--- config.mk ---
export PLATFORM = sky130hd
export DESIGN_NAME = lin_wake_detect
export DESIGN_NICKNAME = d
export VERILOG_FILES = /design/src/rtl/lin_wk_pkg.sv /design/src/rtl/lin_wk_cfg.sv /design/src/rtl/lin_wk_sync.sv /design/src/rtl/lin_wk_timebase.sv /design/src/rtl/lin_wk_meter.sv /design/src/rtl/lin_wake_detect.sv
export SDC_FILE = /design/constraint.sdc
export NUM_CORES = 1
export LEC_CHECK = 0
export BUFFER_PORTS_ARGS = -buffer_cell sky130_fd_sc_hd__buf_4
export CORE_MARGIN = 5
export CORE_UTILIZATION = 36
export DETAILED_ROUTE_END_ITERATION = 10
export PLACE_DENSITY_LB_ADDON = 0.15
export SLEW_MARGIN = 0
export SYNTH_ARGS = -nofsm -noshare
export SYNTH_HDL_FRONTEND = slang
export SYNTH_SLANG_ARGS = --single-unit
--- constraint.sdc ---
create_clock -name clk -period 2.95 [get_ports clk]
set_input_delay 0.59 -clock clk [delete_from_list [all_inputs] [get_ports clk]]
set_output_delay 0.59 -clock clk [all_outputs]
set_load 0.005 [all_outputs]
--- src/rtl/lin_wk_pkg.sv ---
package lin_wk_pkg;

  localparam int unsigned CFG_W = 8;

  typedef struct packed {
    logic [3:0] spb_code;
    logic [2:0] pre_exp;
    logic       rev_fix;
  } wk_cfg_t;

  // Only two sampling codes are legal; both select 16 samples per bit.
  function automatic logic spb_code_ok(input logic [3:0] code);
    return (code == 4'h0) || (code == 4'hF);
  endfunction

  // Threshold in sample ticks for a length given in half-bit units.
  function automatic int unsigned thresh_ticks(input int unsigned spb,
                                               input int unsigned halves);
    return (spb * halves) / 2;
  endfunction

  // Exponent of two of the tick period in base-clock cycles.
  function automatic int unsigned tick_exp(input logic        rev_fix,
                                           input int unsigned pre,
                                           input int unsigned sel);
    return rev_fix ? pre : pre + sel;
  endfunction

endpackage

--- src/rtl/lin_wk_cfg.sv ---
module lin_wk_cfg
  import lin_wk_pkg::*;
(
  input  logic             clk,
  input  logic             rst_n,
  input  logic             we_i,
  input  logic             lock_i,
  input  logic [CFG_W-1:0] wdata_i,
  output wk_cfg_t          cfg_o
);

  wk_cfg_t cfg_q;
  wk_cfg_t wr_val;
  logic    accept;

  assign wr_val = wk_cfg_t'(wdata_i);
  assign accept = we_i && !lock_i && spb_code_ok(wr_val.spb_code);

  always_ff @(posedge clk or negedge rst_n) begin
    if (!rst_n)      cfg_q <= '0;
    else if (accept) cfg_q <= wr_val;
  end

  assign cfg_o = cfg_q;

endmodule

--- src/rtl/lin_wk_sync.sv ---
module lin_wk_sync #(
  parameter int unsigned STAGES = 2
) (
  input  logic clk,
  input  logic rst_n,
  input  logic rx_i,
  output logic rx_s_o,
  output logic fall_o
);

  logic [STAGES-1:0] chain;
  logic              prev_q;

  generate
    for (genvar g = 0; g < STAGES; g++) begin : g_stage
      if (g == 0) begin : g_first
        always_ff @(posedge clk or negedge rst_n) begin
          if (!rst_n) chain[g] <= 1'b1;
          else        chain[g] <= rx_i;
        end
      end else begin : g_next
        always_ff @(posedge clk or negedge rst_n) begin
          if (!rst_n) chain[g] <= 1'b1;
          else        chain[g] <= chain[g-1];
        end
      end
    end
  endgenerate

  always_ff @(posedge clk or negedge rst_n) begin
    if (!rst_n) prev_q <= 1'b1;
    else        prev_q <= chain[STAGES-1];
  end

  assign rx_s_o = chain[STAGES-1];
  assign fall_o = prev_q && !chain[STAGES-1];

endmodule

--- src/rtl/lin_wk_timebase.sv ---
module lin_wk_timebase #(
  parameter int unsigned DIV_W = 10,
  parameter int unsigned EXP_W = 4
) (
  input  logic             clk,
  input  logic             rst_n,
  input  logic             restart_i,
  input  logic             run_i,
  input  logic [EXP_W-1:0] exp_i,
  output logic             tick_o
);

  logic [DIV_W-1:0] div_q;
  logic [DIV_W-1:0] mask;
  logic             at_end;

  always_comb begin
    for (int i = 0; i < int'(DIV_W); i++) mask[i] = (i < int'(exp_i));
  end

  assign at_end = (div_q == mask);
  assign tick_o = run_i && !restart_i && at_end;

  always_ff @(posedge clk or negedge rst_n) begin
    if (!rst_n)                  div_q <= '0;
    else if (restart_i || !run_i) div_q <= '0;
    else if (at_end)             div_q <= '0;
    else                         div_q <= div_q + 1'b1;
  end

endmodule

--- src/rtl/lin_wk_meter.sv ---
module lin_wk_meter #(
  parameter int unsigned TH    = 40,
  parameter int unsigned CNT_W = 6
) (
  input  logic             clk,
  input  logic             rst_n,
  input  logic             active_i,
  input  logic             rx_s_i,
  input  logic             fall_i,
  input  logic             tick_i,
  input  logic             clr_i,
  output logic             meas_o,
  output logic             evt_o,
  output logic [CNT_W-1:0] cnt_o,
  output logic             wake_o
);

  logic             meas_q;
  logic [CNT_W-1:0] cnt_q;
  logic             wake_q;
  logic             last_tick;

  assign last_tick = (cnt_q == CNT_W'(TH - 1));
  assign evt_o     = active_i && meas_q && !rx_s_i && !fall_i && tick_i && last_tick;

  always_ff @(posedge clk or negedge rst_n) begin
    if (!rst_n) begin
      meas_q <= 1'b0;
      cnt_q  <= '0;
    end else if (!active_i) begin
      meas_q <= 1'b0;
      cnt_q  <= '0;
    end else if (fall_i) begin
      meas_q <= 1'b1;
      cnt_q  <= '0;
    end else if (meas_q && rx_s_i) begin
      meas_q <= 1'b0;
      cnt_q  <= '0;
    end else if (meas_q && tick_i) begin
      if (last_tick) begin
        meas_q <= 1'b0;
        cnt_q  <= '0;
      end else begin
        cnt_q <= cnt_q + 1'b1;
      end
    end
  end

  always_ff @(posedge clk or negedge rst_n) begin
    if (!rst_n)                 wake_q <= 1'b0;
    else if (evt_o)             wake_q <= 1'b1;
    else if (clr_i && rx_s_i)   wake_q <= 1'b0;
  end

  assign meas_o = meas_q;
  assign cnt_o  = cnt_q;
  assign wake_o = wake_q;

endmodule

--- src/rtl/lin_wake_detect.sv ---
module lin_wake_detect
  import lin_wk_pkg::*;
#(
  parameter int unsigned SEL_W       = 2,
  parameter int unsigned SYNC_STAGES = 2,
  parameter int unsigned SAMPLES     = 16,
  parameter int unsigned HALF_BITS   = 5
) (
  input  logic             clk,
  input  logic             rst_n,
  input  logic             rxd_i,
  input  logic             om_run_i,
  input  logic             wake_mode_i,
  input  logic [SEL_W-1:0] clk_sel_i,
  input  logic             cfg_we_i,
  input  logic [7:0]       cfg_wdata_i,
  output logic [7:0]       cfg_rdata_o,
  input  logic             wake_clr_i,
  output logic             wake_o
);

  localparam int unsigned TH_TICKS = thresh_ticks(SAMPLES, HALF_BITS);
  localparam int unsigned CNT_W    = $clog2(TH_TICKS + 1);
  localparam int unsigned MAX_EXP  = 7 + (2 ** SEL_W) - 1;
  localparam int unsigned EXP_W    = $clog2(MAX_EXP + 1);
  localparam int unsigned DIV_W    = MAX_EXP;

  wk_cfg_t          cfg;
  logic             rx_s;
  logic             rx_fall;
  logic             active;
  logic             meas;
  logic             tick;
  logic             wake_evt;
  logic [CNT_W-1:0] low_cnt;
  logic [EXP_W-1:0] tb_exp;

  assign active = om_run_i && wake_mode_i;
  assign tb_exp = EXP_W'(tick_exp(cfg.rev_fix, int'(cfg.pre_exp), int'(clk_sel_i)));

  lin_wk_cfg u_cfg (
    .clk     (clk),
    .rst_n   (rst_n),
    .we_i    (cfg_we_i),
    .lock_i  (om_run_i),
    .wdata_i (cfg_wdata_i),
    .cfg_o   (cfg)
  );

  lin_wk_sync #(.STAGES(SYNC_STAGES)) u_sync (
    .clk    (clk),
    .rst_n  (rst_n),
    .rx_i   (rxd_i),
    .rx_s_o (rx_s),
    .fall_o (rx_fall)
  );

  lin_wk_timebase #(.DIV_W(DIV_W), .EXP_W(EXP_W)) u_tb (
    .clk       (clk),
    .rst_n     (rst_n),
    .restart_i (rx_fall),
    .run_i     (meas && !rx_s),
    .exp_i     (tb_exp),
    .tick_o    (tick)
  );

  lin_wk_meter #(.TH(TH_TICKS), .CNT_W(CNT_W)) u_meter (
    .clk      (clk),
    .rst_n    (rst_n),
    .active_i (active),
    .rx_s_i   (rx_s),
    .fall_i   (rx_fall),
    .tick_i   (tick),
    .clr_i    (wake_clr_i),
    .meas_o   (meas),
    .evt_o    (wake_evt),
    .cnt_o    (low_cnt),
    .wake_o   (wake_o)
  );

  assign cfg_rdata_o = cfg;

endmodule

After elaboration in Yosys (flattened, before gate mapping)
Index checks and enable logic that the tools add are counted.
{"block": "classes", "add_sub_neg": 3, "n_mul": 0, "n_div": 0, "order_cmp": 10, "n_eq_ne": 5, "shifts": 0, "mux": 15, "bitwise_logic": 0, "n_reduce_logical": 24}
{"op": "two-way mux 6 bit", "count": 5}
{"op": "two-way mux 10 bit", "count": 2}
{"op": "< comparator 3 x 4 -> 1 bit (first input constant)", "count": 4}
{"op": "logical AND 1 bit", "count": 15}
{"op": "adder 10 x 1 -> 10 bit (second input constant)", "count": 1}
{"op": "equality test 10 bit", "count": 1}
{"op": "< comparator 1 x 4 -> 1 bit (first input constant)", "count": 2}
{"op": "< comparator 2 x 4 -> 1 bit (first input constant)", "count": 2}
{"op": "< comparator 4 bit (first input constant)", "count": 2}
{"op": "!= test 4 bit (second input constant)", "count": 2}
{"op": "two-way mux 1 bit", "count": 7}
{"op": "adder 6 x 1 -> 6 bit (second input constant)", "count": 1}
{"op": "equality test 6 bit (second input constant)", "count": 1}
{"op": "adder 3 x 2 -> 4 bit", "count": 1}
{"op": "equality test 4 bit (second input constant)", "count": 1}
{"op": "zero test 1 bit", "count": 4}
{"op": "zero test 4 bit", "count": 1}
{"op": "two-way mux 4 bit", "count": 1}
{"op": "logical OR 1 bit", "count": 2}
{"op": "AND reduction 2 bit", "count": 1}
{"op": "nonzero test 2 bit", "count": 1}
{"block": "totals", "ff_bits": 29, "latch_bits": 0, "mem_bits_rw": 0, "romBits": 0, "in_bits": 17, "output_inout_bits": 9, "elab_cells": 67, "n_memories": 0}

Longest topological paths before layout
{"block": "logic_depth", "ltp_word": 10, "ltp_mapped": 11, "mapped_depth_nobuf": 10}

Modules after synthesis
Synthesis repeated with hierarchy kept, for this count alone.
{"block": "hier_totals", "cells_unflattened": 176, "area_unflattened_um2": 1756.7}
{"mod": "lin_wk_timebase", "instances": 1, "cells_per_inst": 90, "area_each_um2": 750.7, "seq_area_each_um2": 250.2}
{"mod": "lin_wk_meter", "instances": 1, "cells_per_inst": 47, "area_each_um2": 465.4, "seq_area_each_um2": 200.2}
{"mod": "lin_wk_cfg", "instances": 1, "cells_per_inst": 20, "area_each_um2": 330.3, "seq_area_each_um2": 200.2}
{"mod": "lin_wake_detect", "instances": 1, "cells_per_inst": 15, "area_each_um2": 117.6, "seq_area_each_um2": 0.0}
{"mod": "lin_wk_sync", "instances": 1, "cells_per_inst": 4, "area_each_um2": 92.6, "seq_area_each_um2": 78.8}

Worst setup path after synthesis
Ideal clock, no wire load.
{"block": "synth_path", "path_kind": "input to register", "start": "input port clk_sel_i[0]", "end": "register u_meter.cnt_q[3] (netlist: u_meter.cnt_o[3])", "setup_ps": 81, "t_arrival_ps": 3021, "t_required_ps": 2869, "slack_ps": -152, "stages": 10, "n_path_buf": 0, "cell_sequence": "ha_1 > inv_1 > fa_1 > or2_2 > a21boi_1 > o22ai_1 > a2111oi_2 > o2111ai_2 > or4_1 > a21oi_1"}
{"block": "synth_via", "elab_chain_cells": 7, "elab_cells_between_ends": 16, "cone_classes": "1 x add/sub; 10 x order compare; 2 x eq/ne; 1 x mux; 2 x reduce/logical"}
{"element": "start, declared", "line": "lin_wake_detect.sv:14", "text": "input logic [SEL_W-1:0] clk_sel_i,"}
{"element": "adder 3 x 2 -> 4 bit (*)", "line": "lin_wk_pkg.sv:26", "text": "return rev_fix ? pre : pre + sel;"}
{"element": "two-way mux 4 bit (*)", "line": "lin_wk_pkg.sv:26"}
{"element": "< comparator 1 x 4 -> 1 bit, or another cell as far along", "line": "lin_wk_timebase.sv:18", "text": "for (int i = 0; i < int'(DIV_W); i++) mask[i] = (i < int'(exp_i));"}
{"element": "equality test 10 bit (*)", "line": "lin_wk_timebase.sv:21", "text": "assign at_end = (div_q == mask);"}
{"element": "logical AND 1 bit (*)", "line": "lin_wk_timebase.sv:22", "text": "assign tick_o = run_i && !restart_i && at_end;"}
{"element": "logical AND 1 bit (*)", "line": "lin_wk_meter.sv:39", "text": "end else if (meas_q && tick_i) begin"}
{"element": "!= test 4 bit (no source line) (*)"}
{"element": "end signal, assigned", "line": "lin_wk_meter.sv:44", "text": "cnt_q <= cnt_q + 1'b1;"}
{"element": "end, declared", "line": "lin_wk_meter.sv:19", "text": "logic [CNT_W-1:0] cnt_q;"}
Every way passes the cells marked *; elsewhere a longest branch is shown, timed or not.
A chain may end at the register's enable or synchronous reset.

Worst setup path in the final report
{"block": "layout_path", "start": "input port clk_sel_i[0]", "end": "register u_meter.cnt_q[2] (netlist: u_meter.cnt_o[2])"}
The elaborated chain is that of the path after synthesis.

==> results.toml <==
[worst_setup_path]
rr_worst_depth = 10
cpMaxStageDelayCell = "or4_4"
critPathLaunchType = "input pin"
cpPeakStageDelay_ns = 0.56
reg2reg_to = "u_meter.cnt_o[2]"
path_max_fanout = 5
r2r_start = "u_cfg.cfg_o[1]"
cp.arrival_ns = 3.23
cp_cell_sequence = "buf_4 > ha_4 > inv_2 > fa_2 > or2_4 > a21boi_2 > o22ai_2 > a2111oi_4 > o2111ai_2 > or4_4 > a21oi_2"
r2r_slack_ns = -0.08
critical_path_class = "in -> reg"
path_delay_family = "compound AO/OA/AOI/OAI gates"
critical_path.endpoint_type = "register"
critical_path_depth = 11
critPathBufInv = 2
cp.required_ns = 3.14

[detailed_routing]
drt_iter0_drc = 106
antenna_left = 0
routedWlPerCell_um = 14.62
route.met3.wl_um = 128
routed_wirelength_um = 4007
firstDrtPassIters = 4
wl_met2_um = 2103
vias_per_cell = 5.551
top_layer = "met4"
met1_length_um = 1725
drc_errors = 0
route.vias.total = 1521

[clocking]
htree_levels = 2
path_clk_slew_ns = 0.06
clockBufferDepth = 2
cts_buffers = 5
clkLatencyLatePin_ns = 0.28
postCtsHoldBufs = 0
cts_tree = "done"
root_buffer = "clkbuf_8"
cts_sinks = 29

[status]
status = "finished with violations"
violations = "setup timing"

[sta]
fin_tns_setup_ns = -0.2221
hold_violations = 0
final-setup-viol-count = 5
maxSlewHeadroom_pct = 59.17
holdWs_ns = 0.2243
finClkSkew_ns = 0.008517
worstMarginPinSlew_ns = 0.6119
slew_violations = 0
setup_slack_ns = -0.08665
fmax_mhz = 329.3
period_share_pct = 102.9
grt_setup_unrepaired = "true"
layout_min_cycle_time_ns = 3.037

[die]
ios = 26
initial_core_util_pct = 36.54
std_cell_rows = 25
core_area_mm2 = 0.004661
die_h_um = 78.78
die-area_mm2 = 0.006206
die_w_um = 78.78

[global_routing]
antenna_found_initial = 0
overflow = 0
track_usage_pct = 14.24
grt_first_pass_wirelength_um = 6989
grt_max_degree = 30
first_global_vias = 1543

[layout]
area_growth_pct = 32.26
n_fill_cell = 457
finalInstanceArea_mm2 = 0.002252
utilization_pct = 48.32
layout-drive-gt1-share_pct = 35.91
nNetsFinal = 241
final_cell_mix = "40 x buf_4, 26 x dfrtp_1, 18 x nor2_1"
final_common_cell = "buf_4"
num_antenna_cells = 0

[power_and_ir_drop]
ir_worst_vdd_mv = 0.2120
power_leakage_uw = 0.0009416
powerDensity_mw_per_mm2 = 591.8

[place]
postPlaceCellArea_mm2 = 0.002044
dp_hpwl_um = 2947
io_buffers = 25
finalWeightedCongestion = 0.8590

[synthesis]
ys_seq_area_share_pct = 42.84
syn_area_mm2 = 0.001703
yosysUniqueCellTypes = 47
synthArstFlopShare_pct = 100.0
synth_flop_cell = "dfrtp_1"
avgSynthCellArea_um2 = 9.731
yosysWarnings = 0
synth_fp_nets = 197
synth_edf_count = 0
synthCells = 175
synth_seq_cells = 29

[min_path]
hold_class = "in -> async"

[flow_run]
cap_violations = 0
## power by group
| group | switching (uW) | internal [uW] | leakage (uW) |
|---|---|---|---|
| Sequential | 42.3 | 431 | 0.000381 |
| Clock | 144 | 210 | 0.0000542 |
| Combinational | 240 | 264 | 0.000507 |
## worst max path at each step
| stage | from | to | slack [ns] |
|---|---|---|---|
| after floorplan | clk_sel_i[0] | u_meter.cnt_o[0] | -0.02 |
| after global placement | clk_sel_i[0] | u_meter.cnt_o[0] | -0.39 |
| after detailed placement | clk_sel_i[0] | u_meter.cnt_o[0] | -0.52 |
| after CTS | u_cfg.cfg_o[1] | u_meter.cnt_o[2] | -0.06 |
| after global routing | u_cfg.cfg_o[1] | u_meter.cnt_o[2] | -0.19 |
| final | clk_sel_i[0] | u_meter.cnt_o[2] | -0.09 |
## final cells by class
type,instances,area [um2],share of cell area (%)
Multi-Input combinational cell,136,1027,45.61
Inverter,7,26.28,1.167
Tap cell,54,67.56,3.000
Timing Repair Buffer,40,300.3,13.33
Clock inverter,1,5.005,0.2222
Clock buffer,7,96.34,4.278
Sequential cell,29,729.5,32.39
## state kept, by name, summed over array words and instances, names as in the netlist
signal / flops
u_meter.cnt_o: 6
u_sync.chain: 1
u_cfg.cfg_o: 8
u_tb.div_q: 10
u_meter.wake_o: 1
u_meter.meas_o: 1
u_sync.rx_s_o: 1
u_sync.prev_q: 1
## cells in the mapped netlist, drive strengths merged (2+ instances only)
master,number,share of area (%)
dfrtp,26,38
nor2,20,4.4
nand2,15,3.3
nand3,8,2.4
a21oi,7,2.1
inv,7,1.5
mux2,7,4.6
o21ai,6,2.0
or4,6,2.6
o31ai,5,2.2
a211oi,4,1.8
and3,4,1.5
ha,4,2.9
o2111ai,4,2.4
xnor2,4,2.1
xor2,4,2.1
and2,3,1.1
clkbuf,3,0.66
dfstp,3,4.6
mux2i,3,2.0
nand2b,3,1.1
nand4b,3,1.5
o211ai,3,1.3
a2111oi,2,1.4
nand4,2,0.73
nor2b,2,0.73
nor3,2,0.88
## metal layers
| layer | vias up | GRT usage [%] |
|---|---|---|
| met5 | - | 0 |
| met4 | 0 | 4.895 |
| met3 | 5 | 3.401 |
| met2 | 25 | 24.79 |
| met1 | 755 | 17.16 |
| li1 | 736 | - |
## repair_timing
item                       in CTS  in global routing
setup buffers                   3                  0
gates resized for setup         9                  5
cloned                          1                  0
setup endpoints to repair       8                  9
pin swaps                       8                  7
## worst register-to-register path, delay by kind of cell (launching register included)
kind            cells  cell delay (ns)
compound gates      5             1.02
fa+ha+maj           2             0.64
buf+inv             1             0.05
flops               1             0.41
simple gates        2             0.83
## per-stage QoR
step	total power, uW	instances	setup slack [ns]
finish	1333	274	-0.08665
global route	1420	274	-0.1877
CTS	1339	274	-0.06146
detailed placement	906.4	262	-0.5163
global placement	891.4	262	-0.3937
floorplan	722.8	175	-0.02498
## cell families after synthesis
family / synth area share [%]
and+or+nand+nor: 22.19
buffers and inverters: 2.866
AOI/OAI and AO/OA: 17.27
muxes: 6.613
xor gates and xnor gates: 4.114
DFF: 42.84
adders and majority gates: 4.115
Power figures use the tool's default switching activity.
